### src/rtl/opbus_pkg.sv
package opbus_pkg;
  typedef enum logic [1:0] {
    ST_IDLE = 2'd0,
    ST_ARB  = 2'd1,
    ST_ADDR = 2'd2,
    ST_XFER = 2'd3
  } opbus_state_e;
endpackage

### src/rtl/opbus_rst_sync.sv
module opbus_rst_sync #(
  parameter int unsigned STAGES = 2
) (
  input  logic clk,
  input  logic arst_n,
  output logic rst_n_sync
);
  logic [STAGES-1:0] sync_q;

  always_ff @(posedge clk or negedge arst_n) begin
    if (!arst_n) sync_q <= '0;
    else         sync_q <= {sync_q[STAGES-2:0], 1'b1};
  end

  assign rst_n_sync = sync_q[STAGES-1];
endmodule

### src/rtl/opbus_fall_sampler.sv
module opbus_fall_sampler (
  input  logic clk,
  input  logic rst_n,
  input  logic bus_grant,
  input  logic bus_busy,
  input  logic arb_active,
  input  logic own_active,
  output logic grant_s,
  output logic busy_s,
  output logic req_q,
  output logic ds_q
);
  logic grant_d, busy_d, req_d, ds_d;

  always_comb begin
    grant_d = bus_grant;
    busy_d  = bus_busy;
    req_d   = arb_active;
    ds_d    = own_active;
  end

  always_ff @(negedge clk or negedge rst_n) begin
    if (!rst_n) begin
      grant_s <= 1'b0;
      busy_s  <= 1'b1;
      req_q   <= 1'b0;
      ds_q    <= 1'b0;
    end else begin
      grant_s <= grant_d;
      busy_s  <= busy_d;
      req_q   <= req_d;
      ds_q    <= ds_d;
    end
  end
endmodule

### src/rtl/opbus_seq.sv
module opbus_seq
  import opbus_pkg::*;
#(
  parameter int unsigned AW = 20,
  parameter int unsigned DW = 16
) (
  input  logic          clk,
  input  logic          rst_n,
  input  logic          core_req,
  input  logic          core_we,
  input  logic [AW-1:0] core_addr,
  input  logic [DW-1:0] core_wdata,
  input  logic          grant_s,
  input  logic          busy_s,
  input  logic          bus_ack,
  input  logic [DW-1:0] bus_din,
  output opbus_state_e  state_q,
  output logic          we_q,
  output logic [AW-1:0] addr_q,
  output logic [DW-1:0] wdata_q,
  output logic          done_q,
  output logic [DW-1:0] rdata_q
);
  opbus_state_e state_d;
  logic load_en, ack_hit, rdata_en, done_d;

  always_comb begin
    state_d  = state_q;
    load_en  = 1'b0;
    ack_hit  = 1'b0;
    unique case (state_q)
      ST_IDLE: if (core_req) begin
        load_en = 1'b1;
        state_d = ST_ARB;
      end
      ST_ARB:  if (grant_s && !busy_s) state_d = ST_ADDR;
      ST_ADDR: state_d = ST_XFER;
      ST_XFER: if (bus_ack) begin
        ack_hit = 1'b1;
        state_d = ST_IDLE;
      end
      default: state_d = ST_IDLE;
    endcase
    rdata_en = ack_hit && !we_q;
    done_d   = ack_hit;
  end

  always_ff @(posedge clk or negedge rst_n) begin
    if (!rst_n) begin
      state_q <= ST_IDLE;
      done_q  <= 1'b0;
      we_q    <= 1'b0;
    end else begin
      state_q <= state_d;
      done_q  <= done_d;
      if (load_en) we_q <= core_we;
    end
  end

  always_ff @(posedge clk) begin
    if (load_en) begin
      addr_q  <= core_addr;
      wdata_q <= core_wdata;
    end
    if (rdata_en) rdata_q <= bus_din;
  end
endmodule

### src/rtl/opbus_drive.sv
module opbus_drive
  import opbus_pkg::*;
#(
  parameter int unsigned AW = 20,
  parameter int unsigned DW = 16
) (
  input  opbus_state_e  state_q,
  input  logic          we_q,
  input  logic [AW-1:0] addr_q,
  input  logic [DW-1:0] wdata_q,
  input  logic          ds_q,
  output logic          own,
  output logic          bus_gack,
  output logic          bus_as,
  output logic          bus_ds,
  output logic          bus_rd,
  output logic [AW-1:0] bus_addr,
  output logic [DW-1:0] bus_dout,
  output logic          bus_doe
);
  localparam logic [AW-1:0] ADDR_IDLE = '0;
  localparam logic [DW-1:0] DATA_IDLE = '0;

  always_comb begin
    own      = (state_q == ST_ADDR) || (state_q == ST_XFER);
    bus_gack = own;
    bus_as   = own;
    bus_ds   = own && ds_q;
    bus_rd   = own && !we_q;
    bus_doe  = own && we_q;
    bus_addr = own ? addr_q : ADDR_IDLE;
    bus_dout = bus_doe ? wdata_q : DATA_IDLE;
  end
endmodule

### src/rtl/opbus_master.sv
module opbus_master
  import opbus_pkg::*;
#(
  parameter int unsigned AW = 20,
  parameter int unsigned DW = 16
) (
  input  logic          clk,
  input  logic          rst_n,
  input  logic          core_req,
  input  logic          core_we,
  input  logic [AW-1:0] core_addr,
  input  logic [DW-1:0] core_wdata,
  output logic          core_done,
  output logic [DW-1:0] core_rdata,
  output logic          bus_req,
  input  logic          bus_grant,
  input  logic          bus_busy,
  output logic          bus_gack,
  output logic          bus_as,
  output logic          bus_ds,
  output logic          bus_rd,
  output logic [AW-1:0] bus_addr,
  output logic [DW-1:0] bus_dout,
  output logic          bus_doe,
  input  logic [DW-1:0] bus_din,
  input  logic          bus_ack
);
  logic         rst_sync_n;
  opbus_state_e state_q;
  logic         we_q, grant_s, busy_s, ds_q, own;
  logic [AW-1:0] addr_q;
  logic [DW-1:0] wdata_q;

  opbus_rst_sync #(.STAGES(2)) u_rst (
    .clk(clk), .arst_n(rst_n), .rst_n_sync(rst_sync_n)
  );

  opbus_fall_sampler u_fall (
    .clk(clk), .rst_n(rst_sync_n),
    .bus_grant(bus_grant), .bus_busy(bus_busy),
    .arb_active(state_q == ST_ARB), .own_active(own),
    .grant_s(grant_s), .busy_s(busy_s), .req_q(bus_req), .ds_q(ds_q)
  );

  opbus_seq #(.AW(AW), .DW(DW)) u_seq (
    .clk(clk), .rst_n(rst_sync_n),
    .core_req(core_req), .core_we(core_we), .core_addr(core_addr),
    .core_wdata(core_wdata), .grant_s(grant_s), .busy_s(busy_s),
    .bus_ack(bus_ack), .bus_din(bus_din),
    .state_q(state_q), .we_q(we_q), .addr_q(addr_q), .wdata_q(wdata_q),
    .done_q(core_done), .rdata_q(core_rdata)
  );

  opbus_drive #(.AW(AW), .DW(DW)) u_drv (
    .state_q(state_q), .we_q(we_q), .addr_q(addr_q), .wdata_q(wdata_q),
    .ds_q(ds_q), .own(own), .bus_gack(bus_gack), .bus_as(bus_as),
    .bus_ds(bus_ds), .bus_rd(bus_rd), .bus_addr(bus_addr),
    .bus_dout(bus_dout), .bus_doe(bus_doe)
  );
endmodule

### config.mk
export PLATFORM = sky130hd
export DESIGN_NAME = opbus_master
export DESIGN_NICKNAME = d
export VERILOG_FILES = /design/src/rtl/opbus_pkg.sv /design/src/rtl/opbus_rst_sync.sv /design/src/rtl/opbus_fall_sampler.sv /design/src/rtl/opbus_seq.sv /design/src/rtl/opbus_drive.sv /design/src/rtl/opbus_master.sv
export SDC_FILE = /design/constraint.sdc
export NUM_CORES = 1
export LEC_CHECK = 0
export CAP_MARGIN = 30
export CORE_MARGIN = 2
export CORE_UTILIZATION = 50
export DETAILED_ROUTE_END_ITERATION = 8
export DONT_BUFFER_PORTS = 1
export PLACE_DENSITY_LB_ADDON = 0.08
export SKIP_LAST_GASP = 1
export SYNTH_ARGS = -nofsm -noshare
export SYNTH_HDL_FRONTEND = slang
export SYNTH_SLANG_ARGS = --single-unit
### constraint.sdc
create_clock -name clk -period 1.66 [get_ports clk]
set_input_delay 0.332 -clock clk [delete_from_list [all_inputs] [get_ports clk]]
set_output_delay 0.332 -clock clk [all_outputs]
set_load 0.01 [all_outputs]
# After elaboration in Yosys (flattened, before gate mapping)
# Cells that the tools add are included.
# op_classes
n_eq_ne,6
muxes,10
n_reduce_logical,10
# ops
operator,count
20-bit 2-to-1 mux,1
16-bit 2-to-1 mux,1
2-bit one-hot mux with 4 select lines,1
2-bit 2-to-1 mux,3
1-bit logical AND,5
"2-bit equality test, second input constant",2
1-bit 2-to-1 mux,4
"2-bit != test, second input constant",2
3-bit AND reduction,1
"2-bit by 1-bit equality test with 1-bit output, second input constant",1
1-bit logical NOT,2
2-bit logical NOT,1
"2-bit by 1-bit != test with 1-bit output, second input constant",1
1-bit logical OR,1
# totals
inputBits,59
regBits,62

# Depth between registers and ports, before layout
# Gate-level depths: netlist of run 1.
# logic_depth
word_depth,4
depth_mapped,5
mapped_depth_nobuf,4

# By module
# From an unflattened synthesis of run 1, not the netlist that was laid out.
# unflattened
hier_cells,130
hier_area_um2,2290.9
# by_module_without_submodules
module,seq_area_each_um2,area_each_um2,cells_each,n_inst
opbus_seq,1661.6,1811.7,74,1
opbus_drive,0.0,306.5,47,1
opbus_fall_sampler,101.3,105.1,5,1
opbus_rst_sync,50.0,53.8,3,1
opbus_master,0.0,13.8,1,1

==> impl_results.md, run 1 <==
- Outcome: complete, but fails checks
- Failing checks: setup timing
- Synth Instances: 129
- Row Count: 24
- Largest net degree at the start of global routing: 20
- Reg2Reg Depth: 3
- Core footprint: approximately 4400 sq um
- Hold endpoint: u_seq.addr_q[0]$_DFFE_PP_
- First-pass iteration count of the detailed router: 4
- Max cap viols: 0
- Sequential area share after synthesis: between 80% and 90%
- Clock group share of total power: a little under a fifth
- Lkg Pwr: 1.16 nW
- Largest area contributor in the netlist: edfxtp_1
- Cell internal pwr: about 4.4 mW
- Hold Vio Cnt, Final: 0
- Worst-path cell chain: nand2b_4 > a222oi_1 > mux2_1
- RR Endpoint: u_seq.state_q[1]$_DFFE_PN0P_
- Final wirelength: between 4 and 5 mm
- Crit path kind: flip-flop to flip-flop
- Die Ht: between 70 and 80 um
- Tightest Hold Check Type: input port to flip-flop
- CTS Buffer Depth: 2
- TritonCTS Buffers: 9
- Port Buf Inserts: 0
- CP arrival: around 2.4 ns
- Final Skew: 0.0390 ns
- Yosys warnings: 0
- Gr busiest metal: met2
- Total GRT Usage: 19.9%
- Synth top area cells: edfxtp_1 69%, dfrtp_1 6.7%, and2_1 6.4%
- Num ports: ~120
- Post-synth top area share: a little under 70%
- Post-synth EDFFs: 52
- Netlist cell types: 20
- Pwr dens: between 2000 and 2500 nW/um^2
- Sw Share: a little under a third
- Initial antenna violation count: 0
- Combinational fraction of design power: a little under half
- Post-synth top cells: 52 x edfxtp_1, 23 x and2_1, 16 x and3_1
- Grt total ovfl: 0
- Drt wl/cell: between 20 and 25 um
- Via count: around 1200
- Hold path depth: 0
- Hpwl dp: 2.67 mm
- Syn avg cell area: 17.4 sq um
- Dpl cell area: around 2400 sq um
- Worst vdd ir: between 0.9 and 1 mV
- Sw power: approximately 2.0 mW
- Setup TNS Final: -16.86 ns
- Initial core utilization: 51.7%
- Vias per cell: roughly 5.4
- Syn_nets: between 150 and 200
- Setup ws final: -0.474 ns
- Hold path startpoint: core_addr[0]
- Post-DRT Antenna Nets: 0
- Crit. End Element: flip-flop
- Bufs and invs on worst path: 0
- Clock transition at path regs: about 0.070 ns
- Initial drt markers: 35
- Share of cells above drive strength 1: a little over half
- Diode count: 0
- Design Area, Final: around 3000 sq um
- RSZ-0062 raised after global routing: yes
- R2R Path Start: u_fall.busy_s$_DFF_NN1_
- RePlAce Congestion: a little over 0.7
- Die Width: between 70 and 80 um
- Fin nets: approximately 220
- FF+latch count, synth: 62
- Critical-path top delay cell: mux2_1
- Area grow syn2layout: 35.0%
- Vias in the first global route: ~1200
- DRC Markers: 0
- Met3 GRT Util: about 6.7%
- CTS tree: yes
- Met2 Track Usage GR: roughly a third
- Cell class contributing the biggest share of worst-path delay: multiplexers
- Top FF cell, synth: edfxtp_1
- Die Footprint: 5050 sq um
- M1 GR Usage: a little under a quarter
- FFs w/ async S/R, synth: between 10% and 20%
- Flop pwr share: roughly a third
- CTS root buf: clkbuf_8
- H-tree levels: 3
- Clock Sinks: between 60 and 70
- Mapped Area: approximately 2300 sq um
- Most common cell in the netlist: edfxtp_1
- Max incr delay on CP: between 0.3 and 0.4 ns
- Clock Latency Late Sink: approximately 0.36 ns
- Final count of negative-setup-slack endpoints: 46
- Worst EP required: around 1.9 ns
- First-pass GRT wire length: 7.00 mm
- CP Launch Type: flip-flop
- Slew Viols, Final: 0
- Crit path max fanout: 2
- Worst R2R Setup Slack: -0.47 ns
-- worst register-to-register path, stage by stage (launching register included) --
cell and delay [ns]:
dfstp_2 0.35, nand2b_4 0.12, a222oi_1 0.31, mux2_1 0.36
-- timing repair --
| item | 4_1_cts | 5_1_grt |
|---|---|---|
| setup buffers | 7 | 4 |
| gates cloned | 8 | 0 |
| pin swaps | 38 | 1 |
| hold buffers | 1 | 0 |
| endpoints found under the setup margin | 62 | 62 |
| resized for setup | 63 | 3 |
| endpoints found under the hold margin | 2 | 0 |
-- power groups by stage --
stage	Combinational, mW	Sequential (mW)	Clock (mW)
after floorplan	1.06	2.15	0.00754
after global placement	1.30	2.16	0.00754
after detailed placement	1.33	2.17	0.00754
after CTS	3.32	2.17	1.23
after global routing	3.23	2.20	1.29
final	3.05	2.17	1.20
-- cell type report --
type,count,area (sq um)
Inverter,4,15.0
Clock inverter,8,58.8
Fill cell,264,1320
Sequential cell,62,1810
Tap cell,52,65.1
Clock buffer,9,124
Multi-Input combinational cell,55,579
Timing Repair Buffer,25,384
-- worst max-delay path by stage --
stage          cells past startpoint  slack, ns                     from                      endpoint
2_1_floorplan                      3      -0.43  u_fall.busy_s$_DFF_NN1_  u_seq.state_q[1]$_DFFE_PN0P_
5_1_grt                            3      -0.55  u_fall.busy_s$_DFF_NN1_  u_seq.state_q[1]$_DFFE_PN0P_
4_1_cts                            3      -0.48  u_fall.busy_s$_DFF_NN1_  u_seq.state_q[1]$_DFFE_PN0P_
3_5_place_dp                       3      -0.45  u_fall.busy_s$_DFF_NN1_  u_seq.state_q[1]$_DFFE_PN0P_
6_report                           3      -0.47  u_fall.busy_s$_DFF_NN1_  u_seq.state_q[1]$_DFFE_PN0P_
3_3_place_gp                       3      -0.44  u_fall.busy_s$_DFF_NN1_  u_seq.state_q[1]$_DFFE_PN0P_
-- cells by family after synthesis --
logic type,synth area share (%)
mux,1.45
fa+ha+maj,2.78
compound gates,0.445
simple gates,12.5
other cells,0.167
buf+inv,2.17
flops,80.5
-- per-stage QoR --
stage          hold slack [ns]  cells  worst slack [ns]  utilization, %  power, mW
6_report                0.0954    215            -0.474            69.8       6.42
3_3_place_gp            0.0365    183            -0.444            54.5       3.47
5_1_grt                 0.0770    215            -0.555            69.8       6.72
2_1_floorplan           0.0364    129            -0.432               -       3.21
3_5_place_dp            0.0365    183            -0.447            54.5       3.51
4_1_cts                 0.0827    215            -0.477            70.9       6.72
-- registers in the layout, summed over array words and instances (netlist names) --
| register | cells |
|---|---|
| u_seq.done_q | 1 |
| u_seq.addr_q | 20 |
| u_fall.grant_s | 1 |
| u_fall.busy_s | 1 |
| u_seq.we_q | 1 |
| u_seq.rdata_q | 16 |
| u_seq.state_q | 2 |
| u_fall.ds_q | 1 |
| u_rst.sync_q | 2 |
| u_fall.req_q | 1 |
| u_seq.wdata_q | 16 |
-- placed cells by master (no fill, tap or decap), types with 2 or more instances in the layout --
master and instances:
clkinv_1 4, dfrtp_1 6, inv_1 3, buf_6 5, buf_16 5, dfrtn_1 3
buf_4 8, edfxtp_1 52, clkinv_2 2, inv_2 2, ha_1 2, ha_4 2
buf_12 6, clkbuf_8 9, nor2b_4 2, and3_4 16, and2_4 23
-- metal layers --
metal	share of wire (%)	wire length, um
met5	0	0
met4	1.8	86
met3	6.1	288
met2	52	2470
met1	40	1910
(Power assumes the default switching activity.)
==> run 2, diff against run 1 <==
Settings changed: HOLD_SLACK_MARGIN set to 0.1.
==> impl_results.md, run 2 (synthesized netlist as in run 1, its figures left out) <==
- Outcome: complete, but fails checks
- Failing checks: setup timing
- Post-route insts no fill: 268 (+25%)
- Via count: 1406 (+21%)
- TritonCTS Buffers: 9 (unchanged)
- Commonest non-fill, non-tap cells in the layout: 53 x dlygate4sd3_1, 52 x edfxtp_1, 23 x and2_4
- Multi-input logic area: 579 sq um (unchanged)
- Initial core utilization: 51.7% (unchanged)
- Hpwl dp: 2.67 mm (unchanged)
- Max cap viols: 0 (unchanged)
- Final count of negative-setup-slack endpoints: 46 (unchanged)
- Critical-path top delay cell: mux2_1
- Diode count: 0 (unchanged)
- Met3 WL: 392 um (+36%)
- Worst EP required: 1.87 ns (about the same)
- Die Width: 71.1 um (unchanged)
- Most flops, register: u_seq.addr_q
- Core footprint: 4350 sq um (unchanged)
- CP Launch Type: flip-flop
- First-pass GRT wire length: 8.69 mm (+24%)
- Worst-path cell chain: nand2b_4 > a222oi_1 > mux2_1
- Num ports: 118 (unchanged)
- Vias per cell: 5.25 (-2.8%)
- CTS root buf: clkbuf_8
- Drt wl/cell: 21.6 um (-2.3%)
- Crit path time final: between 2 and 2.5 ns
- Fin nets: 275 (+24%)
- Clock transition at path regs: 0.07 ns (about the same)
- Combinational fraction of design power: 50.7% (+3.2 points)
- Cell class contributing the biggest share of worst-path delay: multiplexers
- Sw Share: 30.8% (-0.031 points)
- Final wirelength: 5.79 mm (+22%)
- Port Buf Inserts: 0 (unchanged)
- Post-DRT Antenna Nets: 0 (unchanged)
- Die Ht: 71.1 um (unchanged)
- Largest net degree at the start of global routing: 20 (unchanged)
- Most common cell after layout, fill and taps aside: dlygate4sd3_1
- Fmax: ~0.47 GHz
- Crit path max fanout: 2 (unchanged)
- Area grow syn2layout: 61.2%
- Lkg Pwr: 1.40 nW (+21%)
- Setup ws final: -0.480 ns (-0.00550 ns)
- Initial antenna violation count: 0 (unchanged)
- H-tree levels: 3 (unchanged)
- Cell count after placement: 183 (unchanged)
- Clock Sinks: 62 (unchanged)
- Largest register FFs: 20 (unchanged)
- Top sig layer: met4
- Top Registers: u_seq.addr_q: 20 flops, u_seq.rdata_q: 16 flops, u_seq.wdata_q: 16 flops
- DRC Markers: 0 (unchanged)
- CTS Buffer Depth: 2 (unchanged)
- Final Cycle Share: 129%
- Met1 WL: 2.13 mm (+11%)
- Pwr dens: 1910 nW/um^2 (-9.7%)
- Fill cells: 216 (-18%)
- Worst hold slack: 0.156 ns (+0.0605 ns)
- Crit. End Element: flip-flop
- CP arrival: 2.35 ns (about the same)
- Share of cells above drive strength 1: 40.7% (-13 points)
- Worst vdd ir: 1.08 mV (+13%)
- Crit path kind: flip-flop to flip-flop
- Final Skew: 0.0392 ns (+0.000254 ns)
- Initial drt markers: 72 (+110%)
- Hold Vio Cnt, Final: 0 (unchanged)
- RePlAce Congestion: 0.725 (unchanged)
- Total GRT Usage: 24.6% (+4.7 points)
- Clock group share of total power: 17.7% (-1.0 points)
- Row Count: 24 (unchanged)
- Bufs and invs on worst path: 0 (unchanged)
- Tightest Hold Check Type: input port to flip-flop
- Die Footprint: 5050 sq um (unchanged)
- First-pass iteration count of the detailed router: 4 (unchanged)
- Worst R2R Setup Slack: -0.48 ns (about the same)
- CTS tree: yes
- Sw power: 2.13 mW (+7.7%)
- Max incr delay on CP: 0.36 ns (about the same)
- FF/Latch Area: 1810 sq um (unchanged)
- RSZ-0062 raised after global routing: yes
- Vias in the first global route: 1570 (+27%)
- Clock Latency Late Sink: 0.36 ns (about the same)
- Cell internal pwr: 4.79 mW (+7.8%)
- Grt total ovfl: 0 (unchanged)
- Met2 wire len: 3.17 mm (+28%)
- Flop pwr share: 31.6% (-2.2 points)
- Slew Viols, Final: 0 (unchanged)
-- run 2: worst register-to-register path, delay by kind of cell (launching register included) --
| kind | cells | cell delay (ns) |
|---|---|---|
| AND/OR/NAND/NOR | 1 | 0.12 |
| AO/OA/AOI/OAI | 1 | 0.32 |
| flip-flops | 1 | 0.35 |
| multiplexers | 1 | 0.36 |
-- run 2: area by class of cell --
| type | instances | area share [%] |
|---|---|---|
| Tap cell | 52 | 1.79 |
| Multi-Input combinational cell | 55 | 16.0 |
| Timing Repair Buffer | 78 | 26.8 |
| Sequential cell | 62 | 50.0 |
| Clock buffer | 9 | 3.41 |
| Inverter | 4 | 0.414 |
| Clock inverter | 8 | 1.62 |
-- run 2: stage by stage --
| step | utilization [%] | setup slack [ns] | setup TNS, ns | power [mW] | area [sq um] |
|---|---|---|---|---|---|
| 2_1_floorplan | - | -0.432 | -1.10 | 3.21 | 2270 |
| 3_3_place_gp | 54.5 | -0.444 | -4.35 | 3.47 | 2370 |
| 3_5_place_dp | 54.5 | -0.447 | -6.50 | 3.51 | 2370 |
| 4_1_cts | 82.9 | -0.477 | -17.48 | 6.81 | 3610 |
| 5_1_grt | 83.3 | -0.556 | -21.00 | 7.21 | 3630 |
| 6_report | 83.3 | -0.480 | -19.24 | 6.92 | 3630 |
-- run 2: per-layer routing --
| metal | up-vias | GRT usage, % |
|---|---|---|
| li1 | 624 | - |
| met1 | 699 | 27.4 |
| met2 | 73 | 43.8 |
| met3 | 10 | 8.40 |
| met4 | 0 | 8.60 |
| met5 | - | 0 |
-- run 2: path summary, 6_finish.rpt --
kind,from,end,depth (start not counted)
max,u_fall.busy_s$_DFF_NN1_,u_seq.state_q[1]$_DFFE_PN0P_,3
max in group asynchronous,u_rst.sync_q[1]$_DFF_PN0_,u_fall.req_q$_DFF_NN0_,1
max reg2reg,u_fall.busy_s$_DFF_NN1_,u_seq.state_q[1]$_DFFE_PN0P_,3
min reg2reg,u_rst.sync_q[1]$_DFF_PN0_,u_seq.done_q$_DFF_PN0_,1
min,core_we,u_seq.we_q$_DFFE_PN0P_,1
min in group asynchronous,u_rst.sync_q[1]$_DFF_PN0_,u_seq.done_q$_DFF_PN0_,1
-- run 2: power groups by stage --
| stage | combinational [mW] | clock [mW] | sequential [mW] |
|---|---|---|---|
| after global routing | 3.68 | 1.32 | 2.21 |
| after detailed placement | 1.33 | 0.00754 | 2.17 |
| after floorplan | 1.06 | 0.00754 | 2.15 |
| after CTS | 3.42 | 1.23 | 2.17 |
| final | 3.51 | 1.23 | 2.19 |
| after global placement | 1.30 | 0.00754 | 2.16 |
-- run 2: repair_timing --
item | in CTS | in global routing
buffers inserted | 7 | 1
pin swaps | 38 | 1
setup endpoints to repair | 62 | 62
hold endpoints to repair | 54 | 0
cloned | 8 | 0
hold buffers | 53 | 0
resized for setup | 63 | 0
